===== config.mk =====
export PLATFORM = sky130hd
export DESIGN_NAME = rtc_frac_counter
export DESIGN_NICKNAME = d
export VERILOG_FILES = /design/src/rtl/rtc_pkg.sv /design/src/rtl/rtc_regbank.sv /design/src/rtl/rtc_frac_accum.sv /design/src/rtl/rtc_count.sv /design/src/rtl/rtc_frac_counter.sv
export SDC_FILE = /design/constraint.sdc
export NUM_CORES = 1
export LEC_CHECK = 0
export CORE_MARGIN = 3
export CORE_UTILIZATION = 55
export DETAILED_ROUTE_END_ITERATION = 10
export DONT_BUFFER_PORTS = 1
export GPL_ROUTABILITY_DRIVEN = 0
export GPL_TIMING_DRIVEN = 0
export PLACE_DENSITY = 0.7
export SYNTH_ARGS = -nofsm -noshare
export SYNTH_HDL_FRONTEND = slang
export SYNTH_SLANG_ARGS = --single-unit

===== constraint.sdc =====
create_clock -name clk -period 4.8 [get_ports clk]
set_input_delay 1.2 -clock clk [delete_from_list [all_inputs] [get_ports clk]]
set_output_delay 1.2 -clock clk [all_outputs]
set_load 0.005 [all_outputs]

===== src/rtl/rtc_pkg.sv =====
package rtc_pkg;
  // Byte offsets of the register window.
  localparam int unsigned OFF_CNT_LO = 32'h00;
  localparam int unsigned OFF_CNT_HI = 32'h04;
  localparam int unsigned OFF_NUM    = 32'h10;
  localparam int unsigned OFF_DEN    = 32'h14;

  // Read source selection.
  typedef enum logic [2:0] {
    RSEL_NONE,
    RSEL_LO,
    RSEL_HI,
    RSEL_NUM,
    RSEL_DEN
  } rsel_e;
endpackage


===== src/rtl/rtc_regbank.sv =====
module rtc_regbank
  import rtc_pkg::*;
#(
  parameter int REG_W   = 32,
  parameter int FRAC_W  = 12,
  parameter int ADDR_W  = 8,
  parameter int CNT_W   = 64,
  parameter int RST_NUM = 4,
  parameter int RST_DEN = 25
) (
  input  logic              clk,
  input  logic              rst,
  input  logic              wr_en,
  input  logic              rd_en,
  input  logic [ADDR_W-1:0] addr,
  input  logic [REG_W-1:0]  wr_data,
  input  logic [CNT_W-1:0]  count,
  output logic [REG_W-1:0]  rd_data,
  output logic [FRAC_W-1:0] num,
  output logic [FRAC_W-1:0] den,
  output logic              ratio_wr
);
  localparam int HI_W     = CNT_W - REG_W;
  localparam int N_RATIO  = 2;

  logic [N_RATIO-1:0]            ratio_hit;
  logic [N_RATIO-1:0][REG_W-1:0] ratio_v;
  logic [HI_W-1:0]               hi_snap;
  logic [REG_W-1:0]              rd_next;
  rsel_e                         rsel;

  assign ratio_hit[0] = wr_en && (addr == ADDR_W'(OFF_NUM));
  assign ratio_hit[1] = wr_en && (addr == ADDR_W'(OFF_DEN));
  assign ratio_wr     = |ratio_hit;

  // One storage element per ratio register; index 0 is num, 1 is den.
  generate
    for (genvar i = 0; i < N_RATIO; i++) begin : g_ratio
      localparam logic [REG_W-1:0] RST_V = (i == 0) ? REG_W'(RST_NUM) : REG_W'(RST_DEN);
      logic [REG_W-1:0] q;
      always_ff @(posedge clk) begin
        if (rst)               q <= RST_V;
        else if (ratio_hit[i]) q <= wr_data;
      end
      assign ratio_v[i] = q;
    end
  endgenerate

  assign num = ratio_v[0][FRAC_W-1:0];
  assign den = ratio_v[1][FRAC_W-1:0];

  always_comb begin
    if      (addr == ADDR_W'(OFF_CNT_LO)) rsel = RSEL_LO;
    else if (addr == ADDR_W'(OFF_CNT_HI)) rsel = RSEL_HI;
    else if (addr == ADDR_W'(OFF_NUM))    rsel = RSEL_NUM;
    else if (addr == ADDR_W'(OFF_DEN))    rsel = RSEL_DEN;
    else                                  rsel = RSEL_NONE;
  end

  always_comb begin
    case (rsel)
      RSEL_LO:  rd_next = count[REG_W-1:0];
      RSEL_HI:  rd_next = REG_W'(hi_snap);
      RSEL_NUM: rd_next = ratio_v[0];
      RSEL_DEN: rd_next = ratio_v[1];
      default:  rd_next = '0;
    endcase
  end

  always_ff @(posedge clk) begin
    if (rst) begin
      rd_data <= '0;
      hi_snap <= '0;
    end else if (rd_en) begin
      rd_data <= rd_next;
      if (rsel == RSEL_LO) hi_snap <= count[CNT_W-1:REG_W];
    end
  end
endmodule


===== src/rtl/rtc_frac_accum.sv =====
module rtc_frac_accum #(
  parameter int FRAC_W = 12
) (
  input  logic              clk,
  input  logic              rst,
  input  logic [FRAC_W-1:0] num,
  input  logic [FRAC_W-1:0] den,
  input  logic              clear,
  output logic              step,
  output logic              ratio_ok
);
  localparam int SUM_W = FRAC_W + 1;

  logic [FRAC_W-1:0] acc;
  logic [SUM_W-1:0]  sum;
  logic [SUM_W-1:0]  den_x;
  logic [SUM_W-1:0]  wrapped;

  assign ratio_ok = (den != '0) && (num <= den);
  assign sum      = {1'b0, acc} + {1'b0, num};
  assign den_x    = {1'b0, den};
  assign wrapped  = sum - den_x;
  assign step     = ratio_ok && !clear && (sum >= den_x);

  always_ff @(posedge clk) begin
    if (rst || clear)   acc <= '0;
    else if (!ratio_ok) acc <= acc;
    else if (step)      acc <= wrapped[FRAC_W-1:0];
    else                acc <= sum[FRAC_W-1:0];
  end
endmodule


===== src/rtl/rtc_count.sv =====
module rtc_count #(
  parameter int CNT_W = 64
) (
  input  logic             clk,
  input  logic             rst,
  input  logic             step,
  output logic [CNT_W-1:0] count,
  output logic             tick
);
  always_ff @(posedge clk) begin
    if (rst) begin
      count <= '0;
      tick  <= 1'b0;
    end else begin
      tick <= step;
      if (step) count <= count + 1'b1;
    end
  end
endmodule


===== src/rtl/rtc_frac_counter.sv =====
module rtc_frac_counter #(
  parameter int REG_W   = 32,
  parameter int FRAC_W  = 12,
  parameter int ADDR_W  = 8,
  parameter int CNT_W   = 64,
  parameter int RST_NUM = 4,
  parameter int RST_DEN = 25
) (
  input  logic              clk,
  input  logic              rst,
  input  logic              reg_wr_en,
  input  logic              reg_rd_en,
  input  logic [ADDR_W-1:0] reg_addr,
  input  logic [REG_W-1:0]  reg_wdata,
  output logic [REG_W-1:0]  reg_rdata,
  output logic [CNT_W-1:0]  count_o,
  output logic              tick_o
);
  logic [FRAC_W-1:0] num_w;
  logic [FRAC_W-1:0] den_w;
  logic              ratio_wr;
  logic              step;
  logic              ratio_ok;

  rtc_regbank #(
    .REG_W(REG_W), .FRAC_W(FRAC_W), .ADDR_W(ADDR_W), .CNT_W(CNT_W),
    .RST_NUM(RST_NUM), .RST_DEN(RST_DEN)
  ) u_regs (
    .clk(clk), .rst(rst), .wr_en(reg_wr_en), .rd_en(reg_rd_en),
    .addr(reg_addr), .wr_data(reg_wdata), .count(count_o),
    .rd_data(reg_rdata), .num(num_w), .den(den_w), .ratio_wr(ratio_wr)
  );

  rtc_frac_accum #(.FRAC_W(FRAC_W)) u_accum (
    .clk(clk), .rst(rst), .num(num_w), .den(den_w), .clear(ratio_wr),
    .step(step), .ratio_ok(ratio_ok)
  );

  rtc_count #(.CNT_W(CNT_W)) u_count (
    .clk(clk), .rst(rst), .step(step), .count(count_o), .tick(tick_o)
  );
endmodule


==> results.json, run 1 <==
{
  "drt_iter0_drc": 698,
  "start_util_pct": 56.2,
  "final_area_um2": 11300,
  "grt_pass1_vias": 9095,
  "status": "complete, no violations",
  "vias": 9103,
  "track_usage_pct": 31.8,
  "synth_cell_type_count": 57,
  "antenna_found_initial": 0,
  "cp.required_ns": 5.18,
  "clock_skew_ns": 0.0214,
  "max-vdd-ir-drop_uv": 393,
  "core-area_um2": 18000,
  "grt_max_degree": 15,
  "startpoint_type": "register",
  "grt_pass1_wl_um": 50200,
  "pre_cts_ws_ns": -0.232,
  "portBuffers": 0,
  "startpoint": "u_regs.g_ratio[0].q[0]$_SDFFE_PP0P_",
  "layout_commonest_cell": "nand2_1",
  "wl_per_cell_um": 21.9,
  "post-route-util_pct": 62.6,
  "synth_compound_area_share_pct": 14.4,
  "h-tree-depth": 1,
  "diodes": 0,
  "worst_slew_pin_slew_ns": 0.900,
  "slew_headroom_pct": 40.0,
  "final_cell_mix": "nand2_1, dfxtp_1, a21oi_1",
  "period_minus_slack_ns": 4.51,
  "hold_class": "register to register",
  "io_pins": 141,
  "power.density_nw_per_um2": 419,
  "synthSimpleGateAreaFrac_pct": 23.8,
  "drive_gt1_share_pct": 8.60,
  "synth_top_family_by_area": "simple AND/OR/NAND/NOR gates",
  "slew_viol_final": 0,
  "async_flop_share_pct": 0,
  "postRouteAntennaNets": 0,
  "path_cells": "ha_1 > inv_1 > fa_1 > nor2b_1 > o31a_1 > o21a_1 > a21o_1 > a21oi_1 > xnor2_1 > ha_1 > nand4_1 > nor3_2 > a2111oi_1 > a31oi_2 > buf_2 > clkbuf_1 > mux2i_1 > a21oi_1",
  "viasPerCell": 6.18,
  "maxCapViolCount": 0,
  "drtPass1Iterations": 5,
  "fillers": 1628,
  "area.growth.synth_to_final_pct": 11.3,
  "synth.mux.area_fraction_pct": 7.91,
  "leakage_nw": 4.07,
  "timing.rr.start": "u_regs.g_ratio[0].q[0]$_SDFFE_PP0P_",
  "cp.arrival_ns": 4.89,
  "tritoncts": "built",
  "grt_overflow": 0,
  "finalHoldViolations": 0,
  "synth_edf_count": 0,
  "die_x_um": 142,
  "setup_viol_count_final": 0,
  "placed_cells": 1428,
  "die_h_um": 142,
  "layout_setup_ws_ns": 0.293,
  "synthFlopType": "dfxtp_1",
  "core.rowCount": 49,
  "finalNonFillerCells": 1473,
  "yosys_warnings": 0,
  "synth_fa_ha_area_share_pct": 4.96,
  "drc_errors": 0,
  "root_buffer": "clkbuf_16",
  "die_area_um2": 20100,
  "ys_ff_latch": 205,
  "syn-num-nets": 1282,
  "path_class": "register to register",
  "min_from": "u_regs.g_ratio[0].q[14]$_SDFFE_PP0P_",
  "crit_path_end_kind": "register",
  "crit_path_top_delay_cell": "clkbuf_1",
  "yosysSeqAreaShare_pct": 40.5,
  "wirelength_um": 32200,
  "synthCells": 1199,
  "path_clk_slew_ns": 0.07,
  "max_freq_mhz": 222,
  "hpwl_um": 23900,
  "cts_buffers": 23,
  "clockBufferDepth": 3,
  "rsz0062_at_grt": "no",
  "clock_sinks": 205,
  "synth-xor-area-share_pct": 4.23,
  "finalCritPeriodShare_pct": 93.9,
  "avgSynthCellArea_um2": 8.45,
  "finalNetCount": 1311,
  "insertion_delay_ns": 0.53,
  "synth_area_um2": 10100,
  "postPlaceCellArea_um2": 10400,
  "cpPeakStageDelay_ns": 0.47,
  "cp_max_fo": 10
}
[kinds of logic after synthesis]
logic type               after synthesis
AO/OA/AOI/OAI                        269
adder cells (fa/ha/maj)               39
flip-flops                           205
buffers and inverters                105
XOR/XNOR                              49
multiplexers                          40
AND/OR/NAND/NOR                      492
[power by group]
group	internal [mW]	switching (mW)
logic	0.412	0.632
registers	1.75	0.0419
clock network	1.14	0.749
[area by class of cell]
cell class / instances / area, um2 / share of cell area (%)
inverters: 28 / 105 / 0.932
flip-flops and latches: 205 / 4100 / 36.4
repair buffers: 4 / 30.0 / 0.266
clock inverters: 13 / 194 / 1.72
plain buffers: 77 / 333 / 2.95
multi-input cells: 889 / 5610 / 49.8
clock buffers: 28 / 614 / 5.45
well taps: 229 / 287 / 2.54
[critical path, delay by kind of cell (launching register included)]
kind / cells / cell delay (ns)
multiplexers: 1 / 0.29
adder cells (fa/ha/maj): 3 / 1.03
buffers and inverters: 3 / 0.88
AND/OR/NAND/NOR: 3 / 0.55
XOR/XNOR: 1 / 0.16
flip-flops: 1 / 0.45
AO/OA/AOI/OAI: 7 / 0.99
[what timing repair did]
| action | in CTS | in global routing |
|---|---|---|
| gates resized for setup | 2 | 10 |
| hold buffers | 0 | 0 |
| buffers inserted | 4 | 0 |
| pin swaps | 2 | 0 |
| endpoints found under the setup margin | 42 | 50 |
[through the flow]
| stage | power, mW | hold slack, ns | TNS (ns) |
|---|---|---|---|
| final | 4.73 | 0.452 | 0 |
| after global routing | 4.90 | 0.472 | 0 |
| after CTS | 4.71 | 0.455 | 0 |
| after detailed placement | 2.82 | 0.446 | -4.70 |
| after global placement | 2.80 | 0.440 | -2.05 |
| after floorplan | 2.56 | 0.433 | 0 |
[worst paths after layout]
| kind | endpoint | slack [ns] | depth (start not counted) |
|---|---|---|---|
| worst max-delay path | u_accum.acc[9]$_SDFFE_PP0P_ | 0.29 | 18 |
| worst min-delay path | u_regs.g_ratio[0].q[14]$_SDFFE_PP0P_ | 0.45 | 2 |
| worst max register to register | u_accum.acc[9]$_SDFFE_PP0P_ | 0.29 | 18 |
| worst min register to register | u_regs.g_ratio[0].q[14]$_SDFFE_PP0P_ | 0.45 | 2 |
[registers in the layout (all words and copies together) (netlist names)]
signal and cells:
u_count.count 64, u_count.tick 1, u_accum.acc 12, u_regs.rd_data 32
u_regs.hi_snap 32, u_regs.g_ratio.q 64
[cell usage after synthesis, drive strengths merged, types with 2 or more instances]
| cell type | number | share of area (%) |
|---|---|---|
| o21ai | 45 | 2.2 |
| o22ai | 2 | 0.12 |
| a21oi | 184 | 9.1 |
| nand3b | 4 | 0.30 |
| mux4 | 32 | 7.1 |
| nor2 | 80 | 3.0 |
| nor2b | 44 | 2.7 |
| o211ai | 3 | 0.22 |
| a2111oi | 3 | 0.26 |
| buf | 11 | 0.54 |
| nor4 | 4 | 0.40 |
| xnor2 | 18 | 1.6 |
| fa | 2 | 0.40 |
| or2 | 2 | 0.12 |
| and3 | 19 | 1.2 |
| ha | 37 | 4.6 |
| or3 | 26 | 1.7 |
| inv | 28 | 1.0 |
| o31ai | 8 | 0.59 |
| xor2 | 31 | 2.7 |
| and2 | 5 | 0.31 |
| clkbuf | 63 | 2.4 |
| nand4 | 38 | 2.7 |
| a21o | 10 | 0.74 |
| nand2 | 226 | 8.4 |
| nor3 | 8 | 0.62 |
| dfxtp | 205 | 40 |
| o21a | 6 | 0.44 |
| or4 | 10 | 0.78 |
| and4 | 3 | 0.26 |
| a211oi | 3 | 0.22 |
| mux2i | 7 | 0.69 |
| nand3 | 21 | 1.1 |
[per-layer routing]
| layer | wire, um | part of all wire [%] | GRT usage [%] |
|---|---|---|---|
| met5 | 0 | 0 | 0 |
| met4 | 1680 | 5.2 | 14.4 |
| met3 | 2600 | 8.0 | 7.18 |
| met2 | 15400 | 48 | 53.9 |
| met1 | 12600 | 39 | 38.4 |
Note: power is estimated with default switching activity, not from simulation.
==> run 2: changes to the inputs <==
--- a/config.mk
+++ b/config.mk
@@ -5,6 +5,7 @@
 export SDC_FILE = /design/constraint.sdc
 export NUM_CORES = 1
 export LEC_CHECK = 0
+export CORE_ASPECT_RATIO = 1.5
 export CORE_MARGIN = 3
 export CORE_UTILIZATION = 55
 export DETAILED_ROUTE_END_ITERATION = 10
==> results.json, run 2 (same netlist as run 1, synthesis figures left out) <==
{
  "status": "complete, no violations",
  "worstHoldPathCells": 2,
  "drc_errors": 0,
  "postRouteAntennaNets": 0,
  "fillers": 1614,
  "finalNetCount": 1308,
  "area.growth.synth_to_final_pct": 9.57,
  "clock_sinks": 205,
  "cp.arrival_ns": 4.87,
  "leakage_nw": 4.00,
  "track_usage_pct": 31.6,
  "viasPerCell": 6.18,
  "path_class": "register to register",
  "finalCritPeriodShare_pct": 93.9,
  "wirelength_um": 32100,
  "multi_input_area_um2": 5610,
  "placed_cells": 1416,
  "core-area_um2": 18000,
  "hpwl_um": 24300,
  "period_minus_slack_ns": 4.50,
  "cts_buffers": 20,
  "p_total_mw": 4.42,
  "cp_max_fo": 10,
  "insertion_delay_ns": 0.51,
  "io_pins": 141,
  "clockBufferDepth": 3,
  "die_x_um": 117,
  "power.density_nw_per_um2": 398,
  "root_buffer": "clkbuf_16",
  "grt_max_degree": 16,
  "r2r_cells": 20,
  "slew_headroom_pct": 40.5,
  "startpoint_type": "register",
  "register_area_um2": 4110,
  "crit_path_end_kind": "register",
  "die_area_um2": 20100,
  "hold_slack_ns": 0.452,
  "antenna_found_initial": 1,
  "max_freq_mhz": 222,
  "core.rowCount": 60,
  "h-tree-depth": 1,
  "worst_slew_pin_slew_ns": 0.893,
  "path_clk_slew_ns": 0.07,
  "grt_pass1_vias": 8632,
  "rsz0062_at_grt": "no",
  "finalHoldViolations": 0,
  "cp.required_ns": 5.16,
  "layout_commonest_cell": "nand2_1",
  "grt_overflow": 0,
  "tritoncts": "built",
  "final_cell_mix": "nand2_1, dfxtp_1, a21oi_1",
  "maxCapViolCount": 0,
  "slew_viol_final": 0,
  "portBuffers": 0,
  "die_h_um": 172,
  "finalNonFillerCells": 1456,
  "setup_viol_count_final": 0,
  "wl_per_cell_um": 22.0,
  "grt_pass1_wl_um": 48800,
  "vias": 9004,
  "hold_class": "register to register",
  "largest_registers": "u_count.count: 64 flops, u_regs.g_ratio.q: 64 flops",
  "clock_skew_ns": 0.0165,
  "start_util_pct": 56.3,
  "drt_iter0_drc": 708,
  "max-vdd-ir-drop_uv": 319,
  "drive_gt1_share_pct": 8.16,
  "tns_ns": 0,
  "drtPass1Iterations": 5
}
## run 2: power breakdown
part	internal [mW]	switching [mW]	leakage, nW
logic	0.420	0.634	2.03
clock network	0.887	0.678	0.315
registers	1.75	0.0437	1.65
## run 2: routing by layer
| metal | track usage (%) | part of all wire [%] | up-vias |
|---|---|---|---|
| met5 | 0 | 0 | - |
| met4 | 17.6 | 6.3 | 0 |
| met3 | 6.55 | 8.3 | 109 |
| met2 | 56.2 | 51 | 405 |
| met1 | 34.5 | 34 | 4265 |
| li1 | - | - | 4225 |
## run 2: final cells by class
class	instances	area share [%]
inverter	28	0.946
buffer	77	3.01
multi-input combinational	889	50.5
tap	217	2.45
clock inverter	9	0.710
clock buffer	26	5.08
sequential	205	37.0
timing repair buffer	4	0.270
antenna	1	0.0225
## run 2: worst max-delay path, stage by stage (launching register included)
cell,delay [ns]
dfxtp_2,0.39
ha_1,0.23
inv_1,0.07
fa_1,0.40
nor2b_1,0.17
o31a_1,0.25
o21a_1,0.23
a21o_1,0.13
a21oi_1,0.07
xnor2_1,0.17
ha_1,0.38
nand4_1,0.14
nor3_2,0.29
a2111oi_2,0.11
a31oi_2,0.14
buf_4,0.19
clkbuf_4,0.26
buf_2,0.29
nand4_1,0.15
xnor2_1,0.17
nor2b_1,0.13
## run 2: stage by stage
| stage | cell area (um2) | util, % | worst slack (ns) |
|---|---|---|---|
| CTS | 11100 | 61.5 | 0.0764 |
| finish | 11100 | 61.6 | 0.295 |
| global placement | 10400 | 57.8 | -0.240 |
| global route | 11100 | 61.6 | 0.0282 |
| floorplan | 10100 | - | 1.06 |
| detailed placement | 10400 | 57.8 | -0.272 |
## run 2: final timing paths
| path | from | to | slack [ns] |
|---|---|---|---|
| max | u_regs.g_ratio[0].q[0]$_SDFFE_PP0P_ | u_count.count[58]$_SDFFE_PP0P_ | 0.30 |
| min | u_regs.g_ratio[0].q[13]$_SDFFE_PP0P_ | u_regs.g_ratio[0].q[13]$_SDFFE_PP0P_ | 0.45 |
| max reg2reg | u_regs.g_ratio[0].q[0]$_SDFFE_PP0P_ | u_count.count[58]$_SDFFE_PP0P_ | 0.30 |
| min reg2reg | u_regs.g_ratio[0].q[13]$_SDFFE_PP0P_ | u_regs.g_ratio[0].q[13]$_SDFFE_PP0P_ | 0.45 |
## run 2: timing repair
action | 4_1_cts | 5_1_grt
setup buffers | 4 | 0
setup endpoints to repair | 51 | 65
pin swaps | 2 | 0
gates resized for setup | 4 | 9
hold buffers | 0 | 0
==> run 3: changes to the inputs <==
--- a/config.mk
+++ b/config.mk
@@ -5,7 +5,7 @@
 export SDC_FILE = /design/constraint.sdc
 export NUM_CORES = 1
 export LEC_CHECK = 0
-export CORE_ASPECT_RATIO = 1.5
+export CORE_ASPECT_RATIO = 1.25
 export CORE_MARGIN = 3
 export CORE_UTILIZATION = 55
 export DETAILED_ROUTE_END_ITERATION = 10
==> results.json, run 3 (same netlist as run 1, synthesis figures left out) <==
{
  "grt_pass1_vias": 8898,
  "finalCritPeriodShare_pct": 93.9,
  "vias": 9003,
  "startpoint_type": "register",
  "setup_viol_count_final": 0,
  "maxCapViolCount": 0,
  "layout_setup_ws_ns": 0.292,
  "portBuffers": 0,
  "cp-endpoint": "u_count.count[14]$_SDFFE_PP0P_",
  "p_comb_share_pct": 22.5,
  "p_int_mw": 3.26,
  "r2r_cells": 19,
  "grt_max_degree": 15,
  "slew_headroom_pct": 41.9,
  "hpwl_um": 24000,
  "grt_pass1_wl_um": 49300,
  "max-vdd-ir-drop_uv": 301,
  "cts_buffers": 22,
  "cp.required_ns": 5.18,
  "power_switching_share_pct": 29.9,
  "crit_path_end_kind": "register",
  "cp.arrival_ns": 4.89,
  "core.rowCount": 54,
  "die_area_um2": 20100,
  "clockPowerShare_pct": 38.9,
  "h-tree-depth": 1,
  "path_class": "register to register",
  "seq_power_share_pct": 38.7,
  "fillers": 1561,
  "reg2reg_to": "u_count.count[14]$_SDFFE_PP0P_",
  "clock_sinks": 205,
  "hold_class": "register to register",
  "io_pins": 141,
  "postRouteAntennaNets": 0,
  "slew_viol_final": 0,
  "status": "complete, no violations",
  "power.switching_mw": 1.39,
  "drtPass1Iterations": 5,
  "die_x_um": 127,
  "drt_iter0_drc": 730,
  "cp_max_fo": 10,
  "core-area_um2": 17800,
  "track_usage_pct": 31.3,
  "period_minus_slack_ns": 4.51,
  "worst_slew_pin_slew_ns": 0.872,
  "drc_errors": 0,
  "viasPerCell": 6.14,
  "finalNetCount": 1310,
  "grt_overflow": 0,
  "rrSetupSlack_ns": 0.29,
  "largest_registers": "u_count.count: 64 flops, u_regs.g_ratio.q: 64 flops",
  "antenna_found_initial": 0,
  "root_buffer": "clkbuf_16",
  "die_h_um": 158,
  "startpoint": "u_regs.g_ratio[0].q[0]$_SDFFE_PP0P_",
  "power.density_nw_per_um2": 414,
  "path_clk_slew_ns": 0.07,
  "clockBufferDepth": 3,
  "start_util_pct": 57.0,
  "pre_cts_ws_ns": -0.313,
  "tritoncts": "built",
  "layout_commonest_cell": "nand2_1",
  "diodes": 0,
  "tns_ns": 0,
  "wl_per_cell_um": 21.9,
  "area.growth.synth_to_final_pct": 10.8,
  "max_freq_mhz": 222,
  "clock_skew_ns": 0.0109,
  "finalHoldViolations": 0,
  "rsz0062_at_grt": "no",
  "leakage_nw": 4.06,
  "drive_gt1_share_pct": 8.53,
  "final_cell_mix": "nand2_1, dfxtp_1, a21oi_1",
  "wirelength_um": 32100,
  "insertion_delay_ns": 0.51,
  "timing.rr.start": "u_regs.g_ratio[0].q[0]$_SDFFE_PP0P_"
}
[run 3: cell count changes in the layout (fill, tap and decap cells not counted), sizes merged]
cell	before	now
diode	1	0
clkbuf	90	92
clkinvlp	2	1
clkinv	6	7
bufinv	1	3
buf	14	15
[run 3: layout make-up]
type / instances / area (um2) / area share [%]
buffer: 77 / 329 / 2.93
tap: 224 / 280 / 2.50
sequential: 205 / 4110 / 36.5
timing repair buffer: 4 / 30.0 / 0.267
clock buffer: 29 / 638 / 5.68
multi-input combinational: 889 / 5610 / 49.9
inverter: 28 / 105 / 0.936
clock inverter: 11 / 136 / 1.21
[run 3: per-stage QoR]
stage	hold slack, ns	power, mW	cell area [um2]	util [%]	instances
final	0.451	4.65	11200	63.2	1467
after global routing	0.470	4.83	11200	63.2	1467
after CTS	0.454	4.64	11200	63.2	1467
after detailed placement	0.446	2.82	10400	58.6	1423
after global placement	0.438	2.81	10400	58.6	1423
after floorplan	0.433	2.56	10100	-	1199
[run 3: per-layer routing]
| metal | GRT usage [%] | vias to the layer above | part of all wire [%] |
|---|---|---|---|
| met3 | 7.49 | 123 | 7.6 |
| met1 | 34.8 | 4268 | 37 |
| met4 | 18.8 | 0 | 6.5 |
| li1 | - | 4258 | - |
| met2 | 54.2 | 354 | 49 |
| met5 | 0 | - | 0 |
[run 3: worst max-delay path, stage by stage (launching register included)]
cell       delay, ns
dfxtp_2         0.40
ha_1            0.22
inv_1           0.07
fa_1            0.40
nor2b_1         0.17
o31a_1          0.22
o21a_1          0.23
a21o_1          0.13
a21oi_1         0.08
xnor2_1         0.17
ha_1            0.38
nand4_1         0.16
nor3_2          0.25
a2111oi_1       0.11
a31oi_2         0.21
buf_2           0.36
buf_2           0.43
nand3_1         0.17
xor2_1          0.20
nor2_1          0.05
[run 3: how the worst min path moves through the flow]
| stage | slack [ns] | start | end | cells past startpoint |
|---|---|---|---|---|
| finish | 0.45 | u_regs.g_ratio[1].q[29]$_SDFFE_PP0P_ | u_regs.g_ratio[1].q[29]$_SDFFE_PP0P_ | 2 |
| global route | 0.47 | u_regs.hi_snap[5]$_SDFFE_PP0P_ | u_regs.hi_snap[5]$_SDFFE_PP0P_ | 2 |
| CTS | 0.45 | u_regs.g_ratio[1].q[29]$_SDFFE_PP0P_ | u_regs.g_ratio[1].q[29]$_SDFFE_PP0P_ | 2 |
| detailed placement | 0.45 | u_regs.g_ratio[1].q[29]$_SDFFE_PP0P_ | u_regs.g_ratio[1].q[29]$_SDFFE_PP0P_ | 2 |
| global placement | 0.44 | u_regs.g_ratio[1].q[17]$_SDFFE_PP0P_ | u_regs.g_ratio[1].q[17]$_SDFFE_PP0P_ | 2 |
| floorplan | 0.43 | u_regs.g_ratio[0].q[31]$_SDFFE_PP0P_ | u_regs.g_ratio[0].q[31]$_SDFFE_PP0P_ | 2 |
[run 3: power by group through the flow]
stage | Clock [mW] | Sequential (mW) | Combinational [mW]
after detailed placement | 0 | 1.83 | 0.986
after global placement | 0 | 1.83 | 0.979
after global routing | 1.89 | 1.80 | 1.13
final | 1.81 | 1.80 | 1.04
after floorplan | 0 | 1.82 | 0.743
after CTS | 1.83 | 1.80 | 1.02
[run 3: what timing repair did]
action                     CTS  global route
setup endpoints to repair   43            61
buffers inserted             4             0
pin swaps                    2             0
hold buffers                 0             0
resized for setup            3             6
